File: src/rtl/ccd_pkg.sv
// Package: shared mode encoding and decode result type for the counter
// clock decoder. Assumes the mode field is three bits wide.
package ccd_pkg;

    typedef enum logic [2:0] {
        MODE_QX1_RISE = 3'd0,
        MODE_QX1_FALL = 3'd1,
        MODE_QX2      = 3'd2,
        MODE_QX4      = 3'd3,
        MODE_SP_RISE  = 3'd4,
        MODE_SP_FALL  = 3'd5,
        MODE_SP_BOTH  = 3'd6,
        MODE_GATED    = 3'd7
    } clk_mode_e;

    typedef struct packed {
        logic pulse;
        logic up;
        logic err;
    } dec_out_t;

endpackage

File: src/rtl/ccd_sync.sv
// Module: multi-bit, multi-stage flip-flop synchroniser. Each bit gets its
// own shift chain. Assumes STAGES >= 2 and that the inputs are independent
// levels; no cross-bit coherence is promised.
module ccd_sync #(
    parameter int WIDTH  = 2,
    parameter int STAGES = 2
) (
    input  logic             clk,
    input  logic             rst_n,
    input  logic [WIDTH-1:0] d_i,
    output logic [WIDTH-1:0] q_o
);

    for (genvar g = 0; g < WIDTH; g++) begin : g_bit
        logic [STAGES-1:0] chain_q;

        // Shift the asynchronous bit through the synchroniser chain.
        always_ff @(posedge clk) begin
            if (!rst_n) chain_q <= '0;
            else        chain_q <= {chain_q[STAGES-2:0], d_i[g]};
        end

        assign q_o[g] = chain_q[STAGES-1];
    end

endmodule

File: src/rtl/ccd_decode.sv
// Module: purely combinational edge classifier. It compares the current
// synchronised phases with the previous samples and returns strobe,
// direction and error for the selected mode. Assumes all inputs are
// already in the clock domain; enable_i low forces an idle result.
module ccd_decode
    import ccd_pkg::*;
(
    input  clk_mode_e mode_i,
    input  logic      enable_i,
    input  logic      a_now_i,
    input  logic      b_now_i,
    input  logic      a_prev_i,
    input  logic      b_prev_i,
    input  logic      tick_i,
    output dec_out_t  dec_o
);

    logic a_rise, a_fall, a_chg, b_chg;
    logic up_on_a, up_on_b;
    dec_out_t raw;

    assign a_rise  = a_now_i & ~a_prev_i;
    assign a_fall  = ~a_now_i & a_prev_i;
    assign a_chg   = a_now_i ^ a_prev_i;
    assign b_chg   = b_now_i ^ b_prev_i;
    // A leading B means counting up: A edges agree with up when A != B after
    // the edge, B edges agree with up when B == A after the edge.
    assign up_on_a = a_now_i ^ b_now_i;
    assign up_on_b = ~(a_now_i ^ b_now_i);

    // Classify the current sample according to the active mode.
    always_comb begin
        raw = '0;
        unique case (mode_i)
            MODE_QX1_RISE: begin raw.pulse = a_rise; raw.up = up_on_a; end
            MODE_QX1_FALL: begin raw.pulse = a_fall; raw.up = up_on_a; end
            MODE_QX2:      begin raw.pulse = a_chg;  raw.up = up_on_a; end
            MODE_QX4: begin
                if (a_chg && b_chg) begin
                    raw.err = 1'b1;
                end else if (a_chg) begin
                    raw.pulse = 1'b1;
                    raw.up    = up_on_a;
                end else if (b_chg) begin
                    raw.pulse = 1'b1;
                    raw.up    = up_on_b;
                end
            end
            MODE_SP_RISE:  begin raw.pulse = a_rise;  raw.up = b_now_i; end
            MODE_SP_FALL:  begin raw.pulse = a_fall;  raw.up = b_now_i; end
            MODE_SP_BOTH:  begin raw.pulse = a_chg;   raw.up = b_now_i; end
            MODE_GATED:    begin raw.pulse = tick_i & a_now_i; raw.up = b_now_i; end
            default:       raw = '0;
        endcase
    end

    // Gate the result and keep direction quiet when there is no strobe.
    always_comb begin
        dec_o.pulse = enable_i & raw.pulse;
        dec_o.up    = enable_i & raw.pulse & raw.up;
        dec_o.err   = enable_i & raw.err;
    end

endmodule

File: src/rtl/ccd_top.sv
// Module: counter clock decoder top. It synchronises phases A and B,
// registers the mode, holds the previous samples and registers the
// decoded strobe, direction and error. It assumes tick_i is synchronous to
// clk and at most one cycle wide per tick. After reset, decoding stays
// disarmed until the synchroniser has filled. A mode change suppresses the
// decode in the cycle in which the new mode is taken.
module ccd_top
    import ccd_pkg::*;
#(
    parameter int SYNC_STAGES = 2
) (
    input  logic       clk,
    input  logic       rst_n,
    input  logic [2:0] mode_i,
    input  logic       phase_a_i,
    input  logic       phase_b_i,
    input  logic       tick_i,
    output logic       cnt_pulse_o,
    output logic       cnt_up_o,
    output logic       err_o
);

    localparam int ARM_INIT = SYNC_STAGES + 1;
    localparam int ARM_W    = $clog2(ARM_INIT + 1);

    logic [1:0]       sync_ab;
    logic [1:0]       prev_q;
    logic [2:0]       mode_q;
    logic [ARM_W-1:0] arm_q;
    logic             mode_chg;
    logic             dec_en;
    dec_out_t         dec;

    ccd_sync #(
        .WIDTH  (2),
        .STAGES (SYNC_STAGES)
    ) sync_i (
        .clk   (clk),
        .rst_n (rst_n),
        .d_i   ({phase_b_i, phase_a_i}),
        .q_o   (sync_ab)
    );

    assign mode_chg = (mode_i != mode_q);
    assign dec_en   = (arm_q == '0) && !mode_chg;

    // Register the mode and the previous phase samples; count down arming.
    always_ff @(posedge clk) begin
        if (!rst_n) begin
            mode_q <= '0;
            prev_q <= '0;
            arm_q  <= ARM_W'(ARM_INIT);
        end else begin
            mode_q <= mode_i;
            prev_q <= sync_ab;
            if (arm_q != '0) arm_q <= arm_q - 1'b1;
        end
    end

    ccd_decode dec_i (
        .mode_i   (clk_mode_e'(mode_q)),
        .enable_i (dec_en),
        .a_now_i  (sync_ab[0]),
        .b_now_i  (sync_ab[1]),
        .a_prev_i (prev_q[0]),
        .b_prev_i (prev_q[1]),
        .tick_i   (tick_i),
        .dec_o    (dec)
    );

    // Register the decoded outputs so each strobe is a clean single cycle.
    always_ff @(posedge clk) begin
        if (!rst_n) begin
            cnt_pulse_o <= 1'b0;
            cnt_up_o    <= 1'b0;
            err_o       <= 1'b0;
        end else begin
            cnt_pulse_o <= dec.pulse;
            cnt_up_o    <= dec.up;
            err_o       <= dec.err;
        end
    end

endmodule

File: config.mk
export PLATFORM = sky130hd
export DESIGN_NAME = ccd_top
export DESIGN_NICKNAME = d
export VERILOG_FILES = /design/src/rtl/ccd_pkg.sv /design/src/rtl/ccd_sync.sv /design/src/rtl/ccd_decode.sv /design/src/rtl/ccd_top.sv
export SDC_FILE = /design/constraint.sdc
export NUM_CORES = 1
export LEC_CHECK = 0
export BUFFER_PORTS_ARGS = -buffer_cell sky130_fd_sc_hd__buf_2
export CORE_MARGIN = 8
export CORE_UTILIZATION = 45
export DETAILED_ROUTE_END_ITERATION = 10
export HOLD_SLACK_MARGIN = 0.08
export PLACE_DENSITY_LB_ADDON = 0.1
export SLEW_MARGIN = 25
export SYNTH_ARGS = -nofsm -noshare
export SYNTH_HDL_FRONTEND = slang
export SYNTH_SLANG_ARGS = --single-unit
File: constraint.sdc
create_clock -name clk -period 2.22 [get_ports clk]
set_clock_uncertainty 0.1 [all_clocks]
set_input_delay 0.111 -clock clk [delete_from_list [all_inputs] [get_ports clk]]
set_output_delay 0.111 -clock clk [all_outputs]
set_load 0.05 [all_outputs]
==> out/qor.yml <==
placement:
  io_buffers: 10
  gp_congestion: 0.732
  dp.final_hpwl_um: 769
global_routing:
  antenna_found_initial: 0
  grt_first_pass_wirelength_um: 2090
  grt_pass1_vias: 490
  busiest_layer: "met2"
  grt.total_usage_pct: 10.0
  grt_use_met2_pct: 17.4
  grt_util_met3_pct: 3.92
  use_met1_pct: 10.1
  grt_max_degree: 13
  grt_overflow: 0
synth:
  syn-cell-area_um2: 628
  synth_cells: 65
  synth_edf_count: 0
  ys_types: 24
  ys_ff_latch: 14
  synth_warnings: 0
  ys_seq_area_share_pct: 44.6
  ys.flop_type: "dfxtp_1"
  ys_async_sr_fraction_pct: 0
  syn_avg_cell_area_um2: 9.66
  postSynthNetCount: 77
drt:
  drt-initial-drc-count: 5
  ant_nets: 0
  drt_pass1_iterations: 4
  route.detailed.drc: 0
  wire_per_inst_um: 11.2
  totalWireLength_um: 1150
  via_per_inst: 4.62
  via_count: 476
sta:
  setup_viol: 0
  hold_viol_final: 0
  slew_viol_final: 0
  min_period_ns: 1.73
  maxSlewHeadroom_pct: 82.5
  fin_crit_sh_pct: 78.1
  fmax_ghz: 0.577
  worst_pin_slew_ns: 0.260
  rsz0062_at_grt: "false"
  fin_setup_tns_ns: 0
power:
  p_seq_share_pct: 51.4
  clkPwrFrac_pct: 34.0
  peakVddDrop_uv: 345
  leakage_nw: 0.389
  share_comb_of_total_power_pct: 14.6
  power.internal_mw: 0.412
  sw_frac_of_total_pct: 23.4
  powerDensity_mw_per_mm2: 647
  p_sw_mw: 0.126
  power_mw: 0.538
worst_setup_path:
  rr_worst_depth: 8
  arrival_ns: 1.80
  worstPathMaxFanout: 3
  worstSetupStartpointType: "flop"
  required_ns: 2.29
  setup.worst_path.class: "reg2reg"
  cp-end-kind: "flop"
run_status:
  outcome: "complete, no violations"
floorplanning:
  die_h_um: 53.4
  dieArea_mm2: 0.00285
  initial_utilization_pct: 48.3
  ioPinCount: 11
  coreArea_mm2: 0.00130
  num_rows: 13
  die_w_um: 53.4
clock_tree:
  clkSinkCount: 14
  cts_resized: 0
  cts_buffers: 3
  cts_tree: "done"
  root_buffer: "clkbuf_4"
  insertion_delay_ns: 0.28
  clk_pin_slew_ns: 0.08
  cts.path.max_buffers: 2
  htree_levels: 1
cells_and_area:
  n_fill_cell: 120
  drive_gt1_share_pct: 20.5
  final_common_cell: "dfxtp_1"
  area_growth_pct: 32.5
  final_cell_mix: "dfxtp_1, dlygate4sd3_1, buf_2"
  nNetsFinal: 101
  seq_area_um2: 280
  n_antenna_cell: 0
  multiInputGateArea_um2: 320
worst_hold_path:
  hold_path.class: "in2reg"
  holdPathStages: 4
job:
  cap_violations: 0
-- power groups by stage --
stage	combinational [mW]	sequential, mW	clock [mW]
detailed placement	0.0645	0.283	0
floorplan	0.0499	0.281	0
finish	0.0783	0.277	0.183
global placement	0.0636	0.283	0
CTS	0.0784	0.277	0.187
global route	0.0898	0.279	0.206
-- worst max-delay path, stage by stage (launching register included) --
cell and delay (ns):
dfxtp_1 0.34, inv_1 0.04, ha_1 0.31, inv_1 0.07
ha_1 0.29, nand2b_1 0.07, a31oi_1 0.08, o21a_1 0.20
nor2b_2 0.14
-- what timing repair did --
item / CTS / global route
buffers inserted: 0 / 0
endpoints found under the hold margin: 9 / 0
hold buffers: 10 / 0
-- layer usage --
layer	share of wire, %	up-vias
met4	0.35	0
met5	0	-
li1	-	258
met1	45	207
met3	5.4	2
met2	49	9
-- Yosys cell counts (all sizes together) (2+ instances only) --
library cell   n  area (µm²)
inv            5        18.8
xor2           5        43.8
nand2b         5        31.3
and2           9        56.3
xnor2          2        17.5
dfxtp         14         280
nand2          5        18.8
ha             4        50.1
-- per-stage QoR --
stage	worst slack (ns)	hold WS [ns]	area [µm²]	utilization, %	cells
finish	0.486	0.207	832	63.9	103
global route	0.380	0.211	832	63.9	103
CTS	0.474	0.203	832	63.9	103
detailed placement	0.493	0.220	696	53.5	89
global placement	0.495	0.219	696	53.5	89
floorplan	0.562	0.133	628	-	65
-- state kept, by name, indices dropped and copies added (netlist names) --
register,cells
sync_i.g_bit.chain_q,4
mode_q,3
arm_q,2
prev_q,2
cnt_pulse_o,1
cnt_up_o,1
err_o,1
-- path summary, 6_finish.rpt --
check,from,slack (ns),endpoint
max,prev_q[0],0.49,cnt_up_o
min reg2reg,sync_i.g_bit[1].chain_q[0],0.34,sync_i.g_bit[1].chain_q[1]
min,tick_i,0.21,cnt_pulse_o
max reg2reg,prev_q[0],0.49,cnt_up_o
-- cell families after synthesis --
| group | Yosys count | synth area share [%] |
|---|---|---|
| AND/OR/NAND/NOR | 25 | 23.9 |
| AO/OA/AOI/OAI | 7 | 7.57 |
| buffers and inverters | 7 | 4.38 |
| flip-flops | 14 | 44.6 |
| multiplexers | 1 | 1.79 |
| adder cells (fa/ha/maj) | 4 | 7.97 |
| XOR/XNOR | 7 | 9.76 |
-- cell type report --
cell class              count  share of cell area (%)
well taps                  15                    2.26
flip-flops and latches     14                    33.7
multi-input cells          44                    38.5
repair buffers             21                    18.9
inverters                   5                    2.26
clock buffers               4                    4.36
No activity file was read; power rests on OpenSTA's default activity.
